$ cat config.mk
export PLATFORM = sky130hd
export DESIGN_NAME = hz_ctrl
export DESIGN_NICKNAME = d
export VERILOG_FILES = /design/src/rtl/hz_pkg.sv /design/src/rtl/hz_stage_match.sv /design/src/rtl/hz_fwd_pick.sv /design/src/rtl/hz_ctrl.sv
export SDC_FILE = /design/constraint.sdc
export NUM_CORES = 1
export LEC_CHECK = 0
export ABC_AREA = 1
export CELL_PAD_IN_SITES_DETAIL_PLACEMENT = 0
export CELL_PAD_IN_SITES_GLOBAL_PLACEMENT = 1
export CORE_MARGIN = 2
export CORE_UTILIZATION = 43
export DETAILED_ROUTE_END_ITERATION = 16
export DONT_BUFFER_PORTS = 1
export GPL_ROUTABILITY_DRIVEN = 0
export PLACE_DENSITY_LB_ADDON = 0.1
export SYNTH_ARGS = -nofsm -noshare
export SYNTH_HDL_FRONTEND = slang
export SYNTH_SLANG_ARGS = --single-unit
$ cat constraint.sdc
create_clock -name vclk -period 1.1
set_input_delay 0.11 -clock vclk [all_inputs]
set_output_delay 0.11 -clock vclk [all_outputs]
set_load 0.02 [all_outputs]
$ cat src/rtl/hz_pkg.sv
package hz_pkg;

    typedef enum logic [2:0] {
        OPC_ALU    = 3'd0,
        OPC_ALUI   = 3'd1,
        OPC_LOAD   = 3'd2,
        OPC_STORE  = 3'd3,
        OPC_BRANCH = 3'd4,
        OPC_JAL    = 3'd5,
        OPC_JALR   = 3'd6,
        OPC_NONE   = 3'd7
    } op_cls_e;

    typedef enum logic [1:0] {
        SEL_RF  = 2'd0,
        SEL_EX  = 2'd1,
        SEL_MEM = 2'd2,
        SEL_WB  = 2'd3
    } opnd_sel_e;

    localparam int MODE_INTERLOCK = 0;
    localparam int MODE_EXONLY    = 1;
    localparam int MODE_FULL      = 2;

    function automatic logic reads_src1(op_cls_e c);
        unique case (c)
            OPC_ALU, OPC_ALUI, OPC_LOAD, OPC_STORE, OPC_BRANCH, OPC_JALR: return 1'b1;
            default: return 1'b0;
        endcase
    endfunction

    function automatic logic reads_src2(op_cls_e c);
        unique case (c)
            OPC_ALU, OPC_STORE, OPC_BRANCH: return 1'b1;
            default: return 1'b0;
        endcase
    endfunction

    function automatic logic writes_reg(op_cls_e c);
        unique case (c)
            OPC_ALU, OPC_ALUI, OPC_LOAD, OPC_JAL, OPC_JALR: return 1'b1;
            default: return 1'b0;
        endcase
    endfunction

endpackage

$ cat src/rtl/hz_stage_match.sv
module hz_stage_match
    import hz_pkg::*;
#(
    parameter int REG_W = 5
) (
    input  logic             stg_vld,
    input  logic [2:0]       stg_cls,
    input  logic [REG_W-1:0] stg_dst,
    input  logic [REG_W-1:0] src_a,
    input  logic [REG_W-1:0] src_b,
    input  logic             use_a,
    input  logic             use_b,
    output logic             hit_a,
    output logic             hit_b
);

    logic live;

    always_comb begin
        live  = stg_vld && writes_reg(op_cls_e'(stg_cls)) && (stg_dst != '0);
        hit_a = live && use_a && (stg_dst == src_a);
        hit_b = live && use_b && (stg_dst == src_b);
    end

endmodule

$ cat src/rtl/hz_fwd_pick.sv
module hz_fwd_pick
    import hz_pkg::*;
#(
    parameter int NSTG = 3
) (
    input  logic [NSTG-1:0] hit,
    input  logic [NSTG-1:0] can_fwd,
    output logic [1:0]      sel,
    output logic            block
);

    always_comb begin
        sel   = SEL_RF;
        block = 1'b0;
        if (hit[0]) begin
            if (can_fwd[0]) sel = SEL_EX;
            else            block = 1'b1;
        end else if (hit[1]) begin
            if (can_fwd[1]) sel = SEL_MEM;
            else            block = 1'b1;
        end else if (hit[2]) begin
            if (can_fwd[2]) sel = SEL_WB;
            else            block = 1'b1;
        end
    end

endmodule

$ cat src/rtl/hz_ctrl.sv
module hz_ctrl
    import hz_pkg::*;
#(
    parameter int REG_W    = 5,
    parameter int FWD_MODE = MODE_FULL
) (
    input  logic             dec_vld,
    input  logic [2:0]       dec_cls,
    input  logic [REG_W-1:0] dec_src1,
    input  logic [REG_W-1:0] dec_src2,
    input  logic             ex_vld,
    input  logic [2:0]       ex_cls,
    input  logic [REG_W-1:0] ex_dst,
    input  logic             mem_vld,
    input  logic [2:0]       mem_cls,
    input  logic [REG_W-1:0] mem_dst,
    input  logic             wb_vld,
    input  logic [2:0]       wb_cls,
    input  logic [REG_W-1:0] wb_dst,
    output logic             hold_front,
    output logic [1:0]       opa_sel,
    output logic [1:0]       opb_sel
);

    localparam int NSTG = 3;

    logic             use_a, use_b;
    logic             stg_vld [NSTG];
    logic [2:0]       stg_cls [NSTG];
    logic [REG_W-1:0] stg_dst [NSTG];
    logic [NSTG-1:0]  hit_a, hit_b, can_fwd;
    logic             blk_a, blk_b;

    assign use_a = dec_vld && reads_src1(op_cls_e'(dec_cls));
    assign use_b = dec_vld && reads_src2(op_cls_e'(dec_cls));

    assign stg_vld[0] = ex_vld;   assign stg_cls[0] = ex_cls;   assign stg_dst[0] = ex_dst;
    assign stg_vld[1] = mem_vld;  assign stg_cls[1] = mem_cls;  assign stg_dst[1] = mem_dst;
    assign stg_vld[2] = wb_vld;   assign stg_cls[2] = wb_cls;   assign stg_dst[2] = wb_dst;

    for (genvar g = 0; g < NSTG; g++) begin : g_stage
        hz_stage_match #(.REG_W(REG_W)) u_match (
            .stg_vld (stg_vld[g]),
            .stg_cls (stg_cls[g]),
            .stg_dst (stg_dst[g]),
            .src_a   (dec_src1),
            .src_b   (dec_src2),
            .use_a   (use_a),
            .use_b   (use_b),
            .hit_a   (hit_a[g]),
            .hit_b   (hit_b[g])
        );

        if (FWD_MODE == MODE_FULL && g == 0) begin : g_full_ex
            assign can_fwd[g] = (op_cls_e'(stg_cls[g]) != OPC_LOAD);
        end else if (FWD_MODE == MODE_FULL) begin : g_full_old
            assign can_fwd[g] = 1'b1;
        end else if (FWD_MODE == MODE_EXONLY && g == 0) begin : g_exonly_ex
            assign can_fwd[g] = (op_cls_e'(stg_cls[g]) == OPC_ALU) ||
                                (op_cls_e'(stg_cls[g]) == OPC_ALUI);
        end else begin : g_none
            assign can_fwd[g] = 1'b0;
        end
    end

    hz_fwd_pick #(.NSTG(NSTG)) u_pick_a (
        .hit (hit_a), .can_fwd (can_fwd), .sel (opa_sel), .block (blk_a)
    );

    hz_fwd_pick #(.NSTG(NSTG)) u_pick_b (
        .hit (hit_b), .can_fwd (can_fwd), .sel (opb_sel), .block (blk_b)
    );

    assign hold_front = blk_a || blk_b;

endmodule

Word-level counts from Yosys, hierarchy flattened
Index checks and enable logic that the tools add are counted.
{"block": "totals", "out_inout_bits": 5, "elab_cells": 72, "in_bits": 41, "ff_bits": 0}
{"block": "classes", "muxes": 15, "n_reduce_logical": 33, "eq_ne": 24}
{"cell": "5-bit == test", "n": 6}
{"cell": "3-bit == test, second input constant", "n": 8}
{"cell": "1-bit logical AND", "n": 20}
{"cell": "3-bit by 2-bit == test with 1-bit output, second input constant", "n": 5}
{"cell": "5-bit nonzero test", "n": 3}
{"cell": "5-bit OR reduction", "n": 3}
{"cell": "3-bit by 1-bit == test with 1-bit output, second input constant", "n": 4}
{"cell": "3-bit zero test", "n": 4}
{"cell": "2-bit 2-to-1 mux", "n": 6}
{"cell": "1-bit 2-to-1 mux", "n": 9}
{"cell": "6-bit OR reduction", "n": 1}
{"cell": "3-bit by 2-bit != test with 1-bit output, second input constant", "n": 1}
{"cell": "3-bit OR reduction", "n": 1}
{"cell": "1-bit logical OR", "n": 1}

Logic depth before layout (Yosys ltp)
Gate-level depths: netlist (run 1).
{"block": "depth", "ltp_word": 10, "depth_mapped": 10, "ltp_nobuf": 10}

By module
A second synthesis (run 1) with hierarchy kept.
{"block": "unflattened", "hier_cells": 220, "area_unflattened_um2": 908.4}
{"mod": "hz_stage_match", "n_inst": 3, "area_per_inst_um2": 240.2, "cells_each": 59}
{"mod": "hz_fwd_pick", "n_inst": 2, "area_per_inst_um2": 65.1, "cells_each": 15}
{"mod": "hz_ctrl", "n_inst": 1, "area_per_inst_um2": 57.6, "cells_each": 13}

Worst setup path after synthesis (run 1)
OpenSTA, ideal clock, no wires.
{"block": "synth_timing", "kind": "in2out", "from": "input port dec_cls[2]", "to": "output port opb_sel[1]", "path_slack_ns": 0.077, "path_stages": 7, "t_arrival_ns": 0.913, "cell_sequence": "nand2_1 nand2_2 nor2_1 nand3_1 nor2_1 nor2_1 nor2_1"}
{"block": "synth_between", "elab_chain_len": 9}
{"item": "from (decl)", "line_no": "hz_ctrl.sv:8", "source": "input logic [2:0] dec_cls,"}
{"item": "3-bit by 2-bit == test with 1-bit output, or another cell as far along", "line_no": "hz_pkg.sv:33", "source": "unique case (c)"}
{"item": "3-bit OR reduction (*)", "line_no": "hz_pkg.sv:33"}
{"item": "1-bit 2-to-1 mux (*)", "line_no": "hz_pkg.sv:33"}
{"item": "1-bit logical AND (*)", "line_no": "hz_ctrl.sv:35", "source": "assign use_b = dec_vld && reads_src2(op_cls_e'(dec_cls));"}
{"item": "1-bit logical AND (2 in a row)", "line_no": "hz_stage_match.sv:22", "source": "hit_b = live && use_b && (stg_dst == src_b);"}
{"item": "2-bit 2-to-1 mux", "line_no": "hz_fwd_pick.sv:21", "source": "end else if (hit[2]) begin"}
{"item": "2-bit 2-to-1 mux", "line_no": "hz_fwd_pick.sv:18", "source": "end else if (hit[1]) begin"}
{"item": "2-bit 2-to-1 mux (*)", "line_no": "hz_fwd_pick.sv:15", "source": "if (hit[0]) begin"}
{"item": "to (decl)", "line_no": "hz_ctrl.sv:22", "source": "output logic [1:0] opb_sel"}
Every way passes the cells marked *; elsewhere a longest branch is shown, timed or not.

Final worst setup path (run 1)
{"block": "layout_timing", "from": "input port ex_dst[1]", "to": "output port opb_sel[1]"}
{"block": "layout_between", "elab_chain_len": 5}
{"item": "from (decl)", "line_no": "hz_ctrl.sv:13", "source": "input logic [REG_W-1:0] ex_dst,"}
{"item": "5-bit nonzero test", "line_no": "hz_stage_match.sv:20", "source": "live = stg_vld && writes_reg(op_cls_e'(stg_cls)) && (stg_dst != '0);"}
{"item": "1-bit logical AND", "line_no": "hz_stage_match.sv:20"}
{"item": "1-bit logical AND", "line_no": "hz_stage_match.sv:22"}
{"item": "1-bit logical AND (*)", "line_no": "hz_stage_match.sv:22"}
{"item": "2-bit 2-to-1 mux (*)", "line_no": "hz_fwd_pick.sv:15"}
Marks and branches as above.

==> results of run 1 <==
worst min path at each step:
stage / startpoint / endpoint / depth (start not counted)
floorplan: ex_cls[2] / hold_front / 2
global placement: ex_cls[2] / hold_front / 2
detailed placement: ex_cls[2] / hold_front / 2
CTS: ex_cls[2] / hold_front / 2
global route: ex_cls[2] / hold_front / 2
finish: ex_cls[2] / hold_front / 2
cells in the mapped netlist, types with 3 or more instances:
cell type,count
nand2_1,90
inv_1,27
nor2_1,25
nand3_1,11
inv_2,7
nor2_2,5
xnor2_1,5
xor2_1,5
nand2_2,4
a21oi_1,3
worst max-delay path, cell delays in order:
cell      delay (ns)
inv_1           0.03
nand2_1         0.06
nand2_2         0.06
nor2_2          0.14
nand2_1         0.08
nor2_2          0.12
nand2_2         0.10
clkinv_1        0.05
nor2_1          0.03
buf_4           0.15
kinds of logic (layout without fill, tap and decap cells):
| kind of cell | count (synthesis) | in the layout | share of synthesized area |
|---|---|---|---|
| compound gates | 4 | 4 | 0.0281 |
| simple gates | 143 | 143 | 0.709 |
| xor+xnor | 10 | 10 | 0.104 |
| buf+inv | 36 | 38 | 0.160 |
power groups by stage:
stage	combinational, W	sequential [W]	clock [W]
global placement	0.000242	0	0
detailed placement	0.000245	0	0
finish	0.000279	0	0
CTS	0.000246	0	0
global route	0.000319	0	0
floorplan	0.000205	0	0
cells in the final DEF (no fill, tap or decap):
master	count
nand3b_1	2
or2_1	1
or2_2	1
a21oi_4	1
nand2_4	1
nand2_1	83
inv_4	2
nand4_1	2
a21oi_2	2
nand3_2	3
a21oi_1	1
nand2_2	10
nor2_4	2
clkinv_1	2
and2_1	1
nand3_1	9
nor2_2	14
xnor2_1	5
nor2_1	14
buf_4	2
inv_1	24
inv_2	8
xor2_1	5
stage by stage:
| stage | setup slack [ns] | setup TNS (ns) | utilization | cells | total power [W] |
|---|---|---|---|---|---|
| detailed placement | 0.0122 | 0 | 0.470 | 222 | 0.000245 |
| finish | 0.0545 | 0 | 0.518 | 222 | 0.000279 |
| CTS | 0.00710 | 0 | 0.470 | 222 | 0.000246 |
| floorplan | 0.0769 | 0 | - | 193 | 0.000205 |
| global placement | 0.0324 | 0 | 0.470 | 222 | 0.000242 |
| global route | -0.0494 | -0.0549 | 0.518 | 222 | 0.000319 |
routing by layer:
layer / vias to the layer above / GRT usage / wire, microns
met1: 448 / 0.229 / 951
met2: 39 / 0.384 / 1180
met3: 0 / 0.0556 / 217
met4: 0 / 0 / 0
li1: 571 / - / -
met5: - / 0 / 0
cell type report:
| class | instances | area [sq um] | share of cell area |
|---|---|---|---|
| Tap cell | 27 | 33.8 | 0.0343 |
| Multi-Input combinational cell | 157 | 796 | 0.808 |
| Inverter | 36 | 140 | 0.142 |
| Timing Repair Buffer | 2 | 15.0 | 0.0152 |
==> flow_summary.ini, run 1 <==
[floorplan]
rows = 16
core_area_sq_um = 1900
dieHeight_microns = 48.4
starting_density = 0.445
die_w_microns = 48.4
io_pins = 46
floorplan.die_area_sq_um = 2340

[logic_synthesis]
netlist_top_cells_area = nand2_1 40%, inv_1 12%, nor2_1 11%, nand3_1 6.5%, xnor2_1 5.2%
synth_seq_area_share = 0
number_of_distinct_library_cells_after_synthesis = 18
netlist_instances = 193
synthDominantCellAreaShare = 0.399
synth.largest_area_cell = nand2_1
mappedNetlistArea_sq_um = 846
avgSynthCellArea_sq_um = 4.38
synth_warnings = 0
postSynthNetCount = 234

[route]
post-route-drc-count = 0
drtPass1Iterations = 4
vias_per_cell = 4.77
wl_mm = 2.35
average_wire_per_cell_in_the_routed_design_microns = 10.6
dr.first_iter.drc_count = 29
num_vias = 1058
ant_nets = 0

[pwr]
leakage_nw = 0.566
combinationalPowerShare = 1.000
clock_power_share = 0
power_switching_share = 0.588
p_switching_w = 0.000164
power_density_nw_per_um2 = 284
peakVddDrop_mv = 0.150
p_int_w = 0.000115
p_seq_frac = 0

[cells_and_area]
insertedDiodeCount = 0
final_area_sq_um = 985
flops_and_latches = 0
n_fill_cell = 238
area_delta_synth_final_pct = 16.4
drive_gt1_frac = 0.236
clock_buffer_count = 0
sequential_cell_area_sq_um = 0
final_nets = 238

[sta]
timing_hold_violations_final = 0
grt_setup_unrepaired = true
max-slew-margin-rel = 0.867
slew_viol_final = 0
peak_freq_mhz = 956
finalWorstPathRequiredPeriod_ns = 1.05
min_period_over_period = 0.950
worst_hold_slack_ns = 0.409
setup_viol = 0
timing_worst_slew_pin_value_ns = 0.199

[setup_path]
worstSetupEndpoint = opb_sel[1]
worstPathRequired_ns = 0.99
beginning_of_the_critical_path = ex_dst[1]
critical_path_class = in2out
crit_fanout = 4
worst_ep_arrival_time_ns = 0.94
setup.worst_path.start_class = input pin
end_kind = output port

[place]
placed_cell_area_sq_um = 895
numPortBuffers = 0
hpwlAfterDp_mm = 2.08

[worst_hold_path]
timing.hold.worst.class = in2out

[status]
result_of_the_run = finished, final reports clean

[grt]
grt_pass1_wl_mm = 3.84
grt.total_usage = 0.199
first_global_vias = 999
grt_start_max_net_pins = 6
grt.overflow.total = 0
grt_antenna_before_repair = 0

[clock_network]
cts_post_setup_buffers_inserted = 0
holdBufCountCts = 0
cts_resized = 0

[run]
cap_viol_max_count = 0
(Power assumes the default switching activity.)
==> run 2: changes to the inputs <==
Settings changed: SYNTH_HIERARCHICAL from default to 1.
==> flow_summary.ini, run 2 <==
[cells_and_area]
final_nets = 281
multiInputGateArea_sq_um = 805
area_delta_synth_final_pct = 25.3
final_cell_mix = 87 x nand2_1, 39 x inv_1, 31 x nor2_1
clock_buffer_count = 0
layout.cells.most_common = nand2_1
sequential_cell_area_sq_um = 0
flops_and_latches = 0
drive_gt1_frac = 0.206
n_fill_cell = 233
insertedDiodeCount = 0

[route]
average_wire_per_cell_in_the_routed_design_microns = 9.22
dr.first_iter.drc_count = 20
wl_mm = 2.44
ant_nets = 0
drtPass1Iterations = 4
post-route-drc-count = 0
vias_per_cell = 4.47
num_vias = 1184

[grt]
grt_antenna_before_repair = 0
first_global_vias = 1105
grt_start_max_net_pins = 7
grt_pass1_wl_mm = 4.22
grt.total_usage = 0.206
grt.overflow.total = 0

[sta]
slew_viol_final = 0
final_critical_path_setup_slack_ns = -0.187
timing_hold_violations_final = 0
peak_freq_mhz = 777
grt_setup_unrepaired = true
finalWorstPathRequiredPeriod_ns = 1.29
setup_viol = 5
min_period_over_period = 1.17

[pwr]
power_switching_share = 0.569
p_seq_frac = 0
p_switching_w = 0.000144
p_total_w = 0.000253
combinationalPowerShare = 1.000
leakage_nw = 0.784
peakVddDrop_mv = 0.141
power_density_nw_per_um2 = 222
clock_power_share = 0
p_int_w = 0.000109

[logic_synthesis]
main_combinational_cell_family_by_area_after_synthesis = simple AND/OR/NAND/NOR gates
synth.largest_area_cell = nand2_1
netlist_instances = 220
synth_warnings = 6
synth_fa_ha_area_frac = 0
synthDominantCellAreaShare = 0.380
synth.mux.area_fraction = 0
avgSynthCellArea_sq_um = 4.13
netlist_top_cells_area = nand2_1 38%, inv_1 17%, nor2_1 16%, nand3_1 5.0%, inv_2 5.0%
cell_with_the_most_instances_after_synthesis = nand2_1
synthSimpleGateAreaFrac = 0.726
yosys.area_share.xor_xnor = 0
complex_gate_fraction_of_the_synthesized_area = 0.0468
number_of_distinct_library_cells_after_synthesis = 14
synth_seq_area_share = 0
synth.cells.most_frequent = 92 x nand2_1, 42 x inv_1, 38 x nor2_1
mappedNetlistArea_sq_um = 908

[floorplan]
die_w_microns = 50.0
io_pins = 46
rows = 16
dieHeight_microns = 50.0
core_area_sq_um = 1980
floorplan.die_area_sq_um = 2500
starting_density = 0.458

[setup_path]
critical_path_class = in2out
worstPathRequired_ns = 0.99
setup.worst_path.start_class = input pin
beginning_of_the_critical_path = dec_cls[2]
crit_fanout = 3
worst_ep_arrival_time_ns = 1.18
end_kind = output port

[worst_hold_path]
hold_path_startpoint = ex_cls[1]
min_to = opb_sel[0]
min_delay_path_depth = 4
timing.hold.worst.class = in2out

[run]
cap_viol_max_count = 0

[status]
violations_in_the_final_reports = negative setup slack
result_of_the_run = finished with violations

[place]
dp_worst_setup_slack_ns = -0.241
hpwlAfterDp_mm = 2.07
numPortBuffers = 0
==> run 2: logic make-up (layout without fill, tap and decap cells) <==
kind of cell / after synthesis / after routing
other: 1 / 8
AND/OR/NAND/NOR: 158 / 158
buffers and inverters: 54 / 65
AO/OA/AOI/OAI: 7 / 7
==> run 2: worst max-delay path by stage <==
| stage | cells past startpoint | endpoint | slack, ns |
|---|---|---|---|
| after CTS | 11 | hold_front | -0.20 |
| after global routing | 11 | hold_front | -0.29 |
| after detailed placement | 12 | hold_front | -0.24 |
| after global placement | 13 | hold_front | -0.25 |
| after floorplan | 12 | hold_front | -0.13 |
| final | 11 | hold_front | -0.19 |
==> run 2: power by group through the flow <==
stage / Clock (W) / Sequential, W / Combinational [W]
4_1_cts: 0 / 0 / 0.000247
3_3_place_gp: 0 / 0 / 0.000231
2_1_floorplan: 0 / 0 / 0.000197
3_5_place_dp: 0 / 0 / 0.000233
5_1_grt: 0 / 0 / 0.000295
6_report: 0 / 0 / 0.000253
==> run 2: what timing repair did <==
| action | in CTS | in global routing |
|---|---|---|
| hold buffers | 0 | 0 |
| resized for setup | 13 | 3 |
| setup endpoints to repair | 5 | 5 |
| pin swaps | 26 | 11 |
| setup buffers | 1 | 1 |
==> run 2: final cells by class <==
class	instances	area share
well taps	27	0.0297
repair buffers	11	0.0725
multi-input cells	173	0.707
inverters	54	0.191
==> run 2: worst max-delay path, cell delays in order <==
cell and delay [ns]:
nand2_8 0.05, nand2_4 0.06, nor2_4 0.13, nand2_1 0.06, nor2_1 0.10, nand3_1 0.09, nor2_2 0.12, nand2_1 0.08
inv_1 0.05, nor2_1 0.04, or2_4 0.27
==> run 2: layer usage <==
metal  routed length (microns)  GRT usage
met2                      1130      0.391
met1                      1090      0.255
met3                       228     0.0333
met5                         0          0
met4                         0          0
==> run 2: per-stage QoR <==
stage	setup TNS [ns]	util	cell area, sq um	hold WS (ns)	instances
after floorplan	-0.283	-	966	0.481	227
after global placement	-0.860	0.539	1070	0.617	263
after detailed placement	-0.924	0.539	1070	0.630	263
after CTS	-0.460	0.567	1120	0.627	264
after global routing	-1.01	0.574	1140	0.659	265
final	-0.509	0.574	1140	0.622	265
==> run 3: changes to the inputs <==
Settings changed: ABC_AREA 1 to default, CORE_AREA from default to 2 2 39 41, CORE_MARGIN 2 to default, CORE_UTILIZATION 43 to default, DIE_AREA from default to 0 0 41 43, SETUP_SLACK_MARGIN from default to 0.15.
==> flow_summary.ini, run 3 <==
[status]
violations_in_the_final_reports = negative setup slack
result_of_the_run = finished with violations

[pwr]
p_total_w = 0.000175
clock_power_share = 0
p_seq_frac = 0
p_int_w = 0.000109
peakVddDrop_mv = 0.108
power_density_nw_per_um2 = 219
leakage_nw = 0.244
power_switching_share = 0.378
combinationalPowerShare = 1.000
p_switching_w = 0.0000661

[floorplan]
starting_density = 0.425
io_pins = 46
dieHeight_microns = 43
floorplan.die_area_sq_um = 1760
rows = 14
core_area_sq_um = 1380
die_w_microns = 41

[setup_path]
worstPathRequired_ns = 0.99
end_kind = output port
setup.worst_path.start_class = input pin
critical_path_class = in2out
worst_ep_arrival_time_ns = 1.46
crit_fanout = 3

[cells_and_area]
drive_gt1_frac = 0.229
area_delta_synth_final_pct = 35.5
final_area_sq_um = 797
clock_buffer_count = 0
flops_and_latches = 0
final_cell_mix = 30 x xnor2_1, 13 x nand2_1, 12 x buf_4
insertedDiodeCount = 0
n_fill_cell = 150
final_nets = 148
sequential_cell_area_sq_um = 0
non_filler_cells_in_the_finished_layout = 121
multiInputGateArea_sq_um = 687
layout.cells.most_common = xnor2_1

[route]
ant_nets = 0
post-route-drc-count = 0
drtPass1Iterations = 4
vias_per_cell = 5.52
average_wire_per_cell_in_the_routed_design_microns = 12.2
num_vias = 668
dr.first_iter.drc_count = 2
wl_mm = 1.48

[sta]
setup_viol = 5
final_critical_path_setup_slack_ns = -0.468
timing_hold_violations_final = 0
peak_freq_mhz = 638
slew_viol_final = 0
finalWorstPathRequiredPeriod_ns = 1.57
fin_setup_tns_ns = -1.99
grt_setup_unrepaired = true
min_period_over_period = 1.43

[logic_synthesis]
synth.largest_area_cell = xnor2_1
synth_warnings = 6
netlist_top_cells_area = xnor2_1 45%, nand2_1 8.3%, nand4_1 6.4%, nor4_1 6.4%, or3b_2 4.5%
synth.cells.most_frequent = 30 x xnor2_1, 13 x nand2_1, 6 x nand4_1, 6 x nor4_1, 4 x nor2_1
mappedNetlistArea_sq_um = 588
synth_seq_area_share = 0
number_of_distinct_library_cells_after_synthesis = 20
cell_with_the_most_instances_after_synthesis = xnor2_1
synthDominantCellAreaShare = 0.447
avgSynthCellArea_sq_um = 6.84
netlist_instances = 86

[place]
placed_cell_area_sq_um = 764
hpwlAfterDp_mm = 1.43
dp.cells = 120
dp_worst_setup_slack_ns = -0.484
numPortBuffers = 0

[grt]
met1_usage = 0.225
grt_pass1_wl_mm = 2.52
grt.total_usage = 0.195
first_global_vias = 667
grt.overflow.total = 0
grt-busiest-layer = met2
met2_usage = 0.369
grt_antenna_before_repair = 0
grt_start_max_net_pins = 4
global_route.usage.met3 = 0.0314

[run]
cap_viol_max_count = 0

[clock_network]
holdBufCountCts = 0

[worst_hold_path]
timing.hold.worst.class = in2out
## run 3: cell count changes after synthesis, moves of 3 or more
| cell | previous run | this run |
|---|---|---|
| nand2_1 | 92 | 13 |
| inv_2 | 12 | 0 |
| or3b_2 | 0 | 3 |
| nand3b_1 | 6 | 2 |
| nand3_1 | 9 | 3 |
| nand2_2 | 5 | 0 |
| nor2_2 | 4 | 0 |
| nor2_1 | 38 | 4 |
| or4_1 | 0 | 3 |
| inv_1 | 42 | 0 |
| xnor2_1 | 0 | 30 |
| nand4_1 | 3 | 6 |
| nor4_1 | 0 | 6 |
## run 3: cell families after synthesis
| logic type | after synthesis | synth area share |
|---|---|---|
| xor+xnor | 30 | 0.447 |
| other cells | 1 | 0.00638 |
| simple gates | 47 | 0.457 |
| compound gates | 8 | 0.0894 |
## run 3: routing by layer
layer / share of wire / wire, microns / up-vias
met2: 0.58 / 858 / 23
met4: 0 / 0 / 0
met3: 0.078 / 115 / 0
li1: - / - / 340
met1: 0.34 / 509 / 305
met5: 0 / 0 / -
## run 3: critical path, cell delays in order
cell and delay [ns]:
or4_4 0.53, nor2_4 0.11, nor4_2 0.05, buf_4 0.13, nand3b_1 0.22, o21ai_1 0.16, buf_4 0.15
## run 3: path summary, 6_finish.rpt
kind	from	to	cells past startpoint
max	mem_dst[1]	opb_sel[0]	7
min	dec_src2[2]	opb_sel[1]	5
## run 3: area by class of cell
class	count	share of cell area
Multi-Input combinational cell	93	0.862
Timing Repair Buffer	12	0.113
Tap cell	16	0.0251
## run 3: timing repair
action | CTS | global route
endpoints found under the hold margin | 0 | 0
resized for setup | 4 | 1
setup buffers | 1 | 0
pin swaps | 4 | 2
endpoints found under the setup margin | 5 | 5
## run 3: power by group through the flow
stage                     Sequential (W)  Combinational (W)  Clock [W]
final                                  0           0.000175          0
after global routing                   0           0.000198          0
after CTS                              0           0.000176          0
after detailed placement               0           0.000172          0
after global placement                 0           0.000168          0
after floorplan                        0           0.000151          0
## run 3: stage by stage
step | hold slack [ns] | utilization
2_1_floorplan | 0.518 | -
3_3_place_gp | 0.588 | 0.552
3_5_place_dp | 0.598 | 0.552
4_1_cts | 0.595 | 0.571
5_1_grt | 0.673 | 0.576
6_report | 0.615 | 0.576
